<file path="config.mk">
export PLATFORM = sky130hd
export DESIGN_NAME = count_match_timer
export DESIGN_NICKNAME = d
export VERILOG_FILES = /design/src/rtl/tmr_pkg.sv /design/src/rtl/tmr_step.sv /design/src/rtl/tmr_status.sv /design/src/rtl/tmr_line_map.sv /design/src/rtl/count_match_timer.sv
export SDC_FILE = /design/constraint.sdc
export NUM_CORES = 1
export LEC_CHECK = 0
export BUFFER_PORTS_ARGS = -buffer_cell sky130_fd_sc_hd__buf_2
export CAP_MARGIN = 20
export CORE_MARGIN = 2
export CORE_UTILIZATION = 50
export DETAILED_ROUTE_END_ITERATION = 6
export PLACE_DENSITY = 0.71
export SYNTH_ARGS = -nofsm -noshare
export SYNTH_HDL_FRONTEND = slang
export SYNTH_SLANG_ARGS = --single-unit
</file>
<file path="constraint.sdc">
create_clock -name clk -period 3.6 [get_ports clk]
set_input_delay 0.36 -clock clk [delete_from_list [all_inputs] [get_ports clk]]
set_output_delay 0.36 -clock clk [all_outputs]
set_load 0.02 [all_outputs]
</file>
<file path="src/rtl/tmr_pkg.sv">
package tmr_pkg;
    typedef enum logic {
        SEL_COUNT = 1'b0,
        SEL_CMP   = 1'b1
    } reg_sel_e;
endpackage

</file>
<file path="src/rtl/tmr_step.sv">
module tmr_step #(
    parameter int CNT_W = 32
) (
    input  logic [CNT_W-1:0] count_q,
    input  logic [CNT_W-1:0] cmp_q,
    input  logic             advance,
    output logic [CNT_W-1:0] count_nx,
    output logic             hit
);
    logic [CNT_W-1:0] incr;

    always_comb begin
        incr     = count_q + CNT_W'(1);
        count_nx = advance ? incr : count_q;
        hit      = advance && (incr == cmp_q);
    end
endmodule

</file>
<file path="src/rtl/tmr_status.sv">
module tmr_status #(
    parameter int REV_W     = 3,
    parameter int MATCH_REV = 1
) (
    input  logic             ti_q,
    input  logic [REV_W-1:0] rev_sel,
    input  logic             set_ev,
    input  logic             clr_ev,
    output logic             ti_d
);
    logic rev_ok;

    always_comb begin
        rev_ok = (rev_sel == REV_W'(MATCH_REV));
        ti_d   = ti_q;
        if (rev_ok) begin
            if (clr_ev)      ti_d = 1'b0;
            else if (set_ev) ti_d = 1'b1;
        end
    end
endmodule

</file>
<file path="src/rtl/tmr_line_map.sv">
module tmr_line_map #(
    parameter int IRQ_LINES = 8,
    parameter int IRQ_IDX   = 7
) (
    input  logic                 req,
    output logic [IRQ_LINES-1:0] lines
);
    for (genvar g = 0; g < IRQ_LINES; g++) begin : g_line
        if (g == IRQ_IDX) begin : g_tmr
            assign lines[g] = req;
        end else begin : g_idle
            assign lines[g] = 1'b0;
        end
    end
endmodule

</file>
<file path="src/rtl/count_match_timer.sv">
module count_match_timer #(
    parameter int CNT_W       = 32,
    parameter int REV_W       = 3,
    parameter int MATCH_REV   = 1,
    parameter int RESET_COUNT = 1,
    parameter int IRQ_LINES   = 8,
    parameter int IRQ_IDX     = 7
) (
    input  logic                 clk,
    input  logic                 rst_n,
    input  logic                 tick_en,
    input  logic                 cnt_hold,
    input  logic [REV_W-1:0]     rev_sel,
    input  logic                 wr_en,
    input  logic                 wr_sel,
    input  logic [CNT_W-1:0]     wr_data,
    input  logic                 rd_sel,
    output logic [CNT_W-1:0]     rd_data,
    output logic [IRQ_LINES-1:0] irq_lines,
    output logic                 ti_flag
);
    import tmr_pkg::*;

    localparam logic [CNT_W-1:0] CNT_INIT = CNT_W'(RESET_COUNT);

    typedef struct packed {
        logic [CNT_W-1:0] count;
        logic [CNT_W-1:0] cmp;
        logic             irq;
        logic             ti;
    } tmr_state_t;

    tmr_state_t st_d, st_q;

    logic             wr_cnt, wr_cmp, advance, hit, ti_d;
    logic [CNT_W-1:0] count_nx;
    logic [CNT_W-1:0] count_q, cmp_q;
    logic             irq_pend;

    assign count_q  = st_q.count;
    assign cmp_q    = st_q.cmp;
    assign irq_pend = st_q.irq;

    always_comb begin
        wr_cnt  = wr_en && (reg_sel_e'(wr_sel) == SEL_COUNT);
        wr_cmp  = wr_en && (reg_sel_e'(wr_sel) == SEL_CMP);
        advance = tick_en && !cnt_hold && !wr_en;
    end

    tmr_step #(.CNT_W(CNT_W)) u_step (
        .count_q (st_q.count),
        .cmp_q   (st_q.cmp),
        .advance (advance),
        .count_nx(count_nx),
        .hit     (hit)
    );

    tmr_status #(.REV_W(REV_W), .MATCH_REV(MATCH_REV)) u_status (
        .ti_q   (st_q.ti),
        .rev_sel(rev_sel),
        .set_ev (hit),
        .clr_ev (wr_cmp),
        .ti_d   (ti_d)
    );

    tmr_line_map #(.IRQ_LINES(IRQ_LINES), .IRQ_IDX(IRQ_IDX)) u_map (
        .req  (st_q.irq),
        .lines(irq_lines)
    );

    always_comb begin
        st_d       = st_q;
        st_d.count = wr_cnt ? wr_data : count_nx;
        if (wr_cmp) begin
            st_d.cmp = wr_data;
            st_d.irq = 1'b0;
        end else if (hit) begin
            st_d.irq = 1'b1;
        end
        st_d.ti = ti_d;
    end

    always_ff @(posedge clk) begin
        if (!rst_n) begin
            st_q.count <= CNT_INIT;
            st_q.cmp   <= '0;
            st_q.irq   <= 1'b0;
            st_q.ti    <= 1'b0;
        end else begin
            st_q <= st_d;
        end
    end

    assign rd_data = (reg_sel_e'(rd_sel) == SEL_CMP) ? st_q.cmp : st_q.count;
    assign ti_flag = st_q.ti;
endmodule

</file>
# Word level (Yosys, flattened, before mapping)
# Index checks and enable logic that the tools add are counted.
[word_totals]
inputBits = 42
wordCells = 25
output_inout_bits = 41
reg_bits = 66
[op_classes]
reduce_logical = 11
n_addsub = 1
eq_ne = 2
muxes = 5
bitwise = 2
[op_table]
columns = ["operator", "count"]
rows = [
  ["32-bit 2-to-1 mux", 3],
  ["32-bit by 1-bit adder with 32-bit output, second input constant", 1],
  ["32-bit == test", 1],
  ["1-bit logical AND", 5],
  ["2-bit nonzero test", 2],
  ["3-bit by 1-bit == test with 1-bit output, second input constant", 1],
  ["1-bit zero test", 2],
  ["1-bit 2-to-1 mux", 2],
  ["1-bit NOT", 2],
  ["2-bit AND reduction", 1],
  ["2-bit OR reduction", 1],
]

# Longest topological paths before layout
[logic_depth]
ltp_word = 6
depth_mapped = 11
ltp_nobuf = 9

# Modules after synthesis
# Synthesis repeated with hierarchy kept, for this count alone.
[hier_totals]
cells_unflattened = 528
area_unflattened_um2 = 4720.8
[modules_own_cells]
columns = ["module", "seq_area_each_um2", "n_inst", "cells_per_inst", "area_per_inst_um2"]
rows = [
  ["count_match_timer", 1321.3, 1, 288, 2965.3],
  ["tmr_step", 0.0, 1, 228, 1662.8],
  ["tmr_line_map", 0.0, 1, 9, 63.8],
  ["tmr_status", 0.0, 1, 3, 28.8],
]

# Worst setup path before layout
# No wires, ideal clock.
[synth_path]
path_kind = "register -> register"
start = "register st_q (netlist bit count_q[0])"
end = "register st_q (netlist bit ti_flag)"
setup_ns = 0.086
synth_period_minus_slack_ns = 2.886
t_required_ns = 3.514
n_path_buf = 1
arrival_time_ns = 2.800
path_stages_with_launch = 11
setup_slack_ns = 0.714
cell_sequence = "dfxtp_1 ha_1 nand4_4 or3_1 buf_2 or3_1 a2111oi_0 nand4_1 nor4_2 nand4_1 a221oi_2"
[synth_between]
elab_chain_len = 5
[synth_rtl]
columns = ["item", "line", "text"]
rows = [
  ["start, declared", "count_match_timer.sv:33", "tmr_state_t st_d, st_q;"],
  ["start signal, assigned", "count_match_timer.sv:90", "st_q <= st_d;"],
  ["32-bit by 1-bit adder with 32-bit output", "tmr_step.sv:13", "incr = count_q + CNT_W'(1);"],
  ["32-bit == test", "tmr_step.sv:15", "hit = advance && (incr == cmp_q);"],
  ["1-bit logical AND", "tmr_step.sv:15", ""],
  ["2-bit nonzero test (no line)", "n/a", ""],
  ["2-bit AND reduction (no line)", "n/a", ""],
]
# No other way between the ends.
# A chain may end at the register's enable or synchronous reset.

# Final worst setup path
# Same ends and word-level chain as after synthesis.

==> flow_summary.json <==
{
  "category_of_the_critical_setup_timing_path": "flop to flop",
  "synth.area.top_cells": "sky130_fd_sc_hd__dfxtp_1, sky130_fd_sc_hd__nand2_1, sky130_fd_sc_hd__a21oi_1",
  "io_pins": 83,
  "clock_sinks": 66,
  "setup_violations": 0,
  "pwr_density_cell_mw_per_mm2": 368,
  "diodes": 0,
  "cp_endpoint_kind": "flop",
  "post_cts_resize_count": 0,
  "worst_pin_slew_ns": 0.805,
  "finalHoldWorstSlack_ns": 0.252,
  "fp.coreArea_mm2": 0.00868,
  "final-hold-violation-count": 0,
  "grt_overflow_total": 0,
  "status": "completed",
  "placementRows": 34,
  "leakage_uw": 0.00192,
  "fin_crit_ns": 3.32,
  "timing.max_cap.violations": 0,
  "critical_path_arrival_ns": 3.57,
  "max_clock_freq_mhz": 302,
  "post-synth-top-area-cell": "sky130_fd_sc_hd__dfxtp_1",
  "max_root_sink_buffers": 2,
  "tritoncts_clock_tree": "done",
  "initial_utilization_pct": 51.6,
  "clk_root_buffer_cell": "sky130_fd_sc_hd__clkbuf_8",
  "final_min_period_over_clock_period_pct": 92.1,
  "die_area_mm2": 0.00972,
  "synth_cells": 600,
  "wl_met1_um": 5790,
  "synth_flop_cell": "sky130_fd_sc_hd__dfxtp_1",
  "final_layout_size_suffix_gt1_share_pct": 23.5,
  "rsz_0062_raised_after_global_routing": "false",
  "pin_count_of_the_biggest_net_entering_global_routing": 63,
  "grt_antenna_before_repair": 0,
  "number_of_design_rule_violations_left_by_the_first_detailed_router_iteration": 345,
  "ys_seq_elements": 66,
  "synth.lib_cells_used.distinct": 62,
  "route.detailed.vias_per_inst": 5.86,
  "ctsHtreeMaxLevel": 3,
  "cts.reportedPaths.clkPinSlew_ns": 0.08,
  "max_rail_drop_vdd_mv": 0.177,
  "max_slew_margin_pct": 46.4,
  "worstPathRequired_ns": 3.85,
  "finish.utilization_pct": 58.2,
  "timing.critical_path.fanout_max": 9,
  "synth_enable_flop_cells": 0,
  "gp_routability_congestion": 0.920,
  "critical-path-slowest-cell": "sky130_fd_sc_hd__or3_1",
  "routed_wire_length_per_instance_um": 16.7,
  "routed_wirelength_um": 12600,
  "synth_largest_type_area_fraction_pct": 29.5,
  "highest-signal-layer": "met4",
  "first_global_vias": 4137,
  "share_of_synthesized_registers_carrying_an_async_set_or_reset_pct": 0,
  "met3_length_um": 817,
  "synthesis.yosys.warnings": 0,
  "drc_errors": 0,
  "setup_tns_after_final_layout_ns": 0,
  "die_width_um": 98.6,
  "synth_seq_area_share_pct": 29.5,
  "grt_first_pass_wirelength_um": 20700,
  "critPathLaunchType": "flop",
  "clk-insertion-delay-late_ns": 0.35,
  "clock-skew-final_ns": 0.0114,
  "drt_first_pass_iters": 5,
  "cp_cell_sequence": "ha_1 -> nand4_4 -> or3_1 -> or3_1 -> a2111oi_0 -> nand4_1 -> nor4_2 -> nand4_1 -> a221oi_2",
  "maxSlewViolCount": 0,
  "synthToLayoutAreaGrowth_pct": 12.9,
  "cts_inserted_buffers": 9,
  "syn-mean-instance-area_um2": 7.46,
  "detailroute.wirelength.met2_um": 5850,
  "drtAntennaViolNets": 0,
  "syn-cell-area_mm2": 0.00447,
  "io_buf_count": 75,
  "crit_buf_inv": 0,
  "cts-hold-fix-buffers": 0,
  "grt_usage_pct": 25.9,
  "die_height_um": 98.6,
  "crit_path_max_incr_delay_ns": 0.53,
  "worst_hold_path_type": "input pin to flop",
  "final_nets": 684,
  "cts.repair_timing.setup_buffer_count": 0,
  "dp_hpwl_um": 8820,
  "cp_top_family": "simple AND/OR/NAND/NOR gates",
  "detailroute.via_count": 4416
}
## cell usage after synthesis (4+ instances only)
library cell	number
sky130_fd_sc_hd__inv_1	5
sky130_fd_sc_hd__or3_1	5
sky130_fd_sc_hd__nand4_1	11
sky130_fd_sc_hd__nor2_1	36
sky130_fd_sc_hd__clkbuf_1	38
sky130_fd_sc_hd__buf_1	4
sky130_fd_sc_hd__nand3_1	14
sky130_fd_sc_hd__xnor2_1	33
sky130_fd_sc_hd__dfxtp_1	66
sky130_fd_sc_hd__nor3_1	16
sky130_fd_sc_hd__nor4_1	12
sky130_fd_sc_hd__mux2_2	30
sky130_fd_sc_hd__buf_2	11
sky130_fd_sc_hd__a31oi_1	4
sky130_fd_sc_hd__a221oi_1	6
sky130_fd_sc_hd__nor2b_1	5
sky130_fd_sc_hd__buf_4	9
sky130_fd_sc_hd__xor2_1	14
sky130_fd_sc_hd__a21oi_1	70
sky130_fd_sc_hd__o21ai_0	29
sky130_fd_sc_hd__nand2_1	114
sky130_fd_sc_hd__a22oi_1	8
## cells by family after synthesis
family,synth area share [%]
compound gates,19.0
xor+xnor,9.20
fa+ha+maj,0.280
buf+inv,7.13
flops,29.5
mux,7.77
other cells,0.0838
simple gates,27.0
## layout make-up
cell class / instances / area (µm²)
Timing Repair Buffer: 88 / 493
Clock buffer: 11 / 141
Clock inverter: 5 / 77.6
Fill cell: 844 / 3630
Multi-Input combinational cell: 470 / 2860
Sequential cell: 66 / 1320
Inverter: 6 / 22.5
Tap cell: 108 / 135
## cells in the final DEF, fill, tap and decap left out, drive strengths merged, types with 3 or more instances in the layout
cell type  netlist  final
or4              4      4
nor3            16     16
nand4           13     13
nor3b            3      3
nand2b           3      3
a222oi           3      3
a211oi           4      4
and2             4      4
nor4            16     16
a31oi            4      4
nor2b            5      5
inv              6      6
or3              5      5
nand2          114    114
clkbuf          39     11
a22oi            8      8
a21oi           70     70
conb             1      7
dfxtp           66     66
buf             25     88
xor2            14     14
xnor2           33     33
nand3           14     14
a221oi           7      7
nor2            36     36
mux2            30     30
o311ai           3      3
o21ai           29     29
## tightest hold or removal path: stages
cell	delay, ns
sky130_fd_sc_hd__buf_2	0.10
sky130_fd_sc_hd__nand2_1	0.05
sky130_fd_sc_hd__a21oi_1	0.05
## sequential cells by signal, summed over array words and instances, names as in the netlist
register	cells
cmp_q	32
ti_flag	1
irq_pend	1
count_q	32
## where the power goes
group          switching [µW]  internal [µW]
clock network             295            407
logic                     199            142
registers                50.9            764
total                     545           1310
## worst paths after layout
path,start,slack (ns),cells after the start,endpoint
setup / recovery,count_q[0]$_SDFFE_PN1P_,0.28,9,ti_flag$_SDFFE_PN0P_
hold reg to reg,cmp_q[17]$_SDFFE_PN0P_,0.48,2,cmp_q[17]$_SDFFE_PN0P_
setup reg to reg,count_q[0]$_SDFFE_PN1P_,0.28,9,ti_flag$_SDFFE_PN0P_
hold / removal,wr_data[5],0.25,3,cmp_q[5]$_SDFFE_PN0P_
## layer usage
| layer | global-route usage (%) | up-vias |
|---|---|---|
| met4 | 9.06 | 0 |
| met3 | 5.39 | 12 |
| met1 | 35.0 | 2069 |
| li1 | - | 2173 |
| met2 | 41.0 | 162 |
| met5 | 0 | - |
## through the flow
| stage | power [µW] | worst slack (ns) | std cells | instance area, µm² |
|---|---|---|---|---|
| finish | 1860 | 0.283 | 754 | 5050 |
| global route | 1940 | 0.00354 | 754 | 5050 |
| CTS | 1860 | 0.301 | 753 | 5030 |
| detailed placement | 1170 | 0.327 | 737 | 4810 |
| global placement | 1160 | 0.402 | 736 | 4800 |
| floorplan | 1070 | 0.714 | 606 | 4500 |
(Power assumes the default switching activity.)
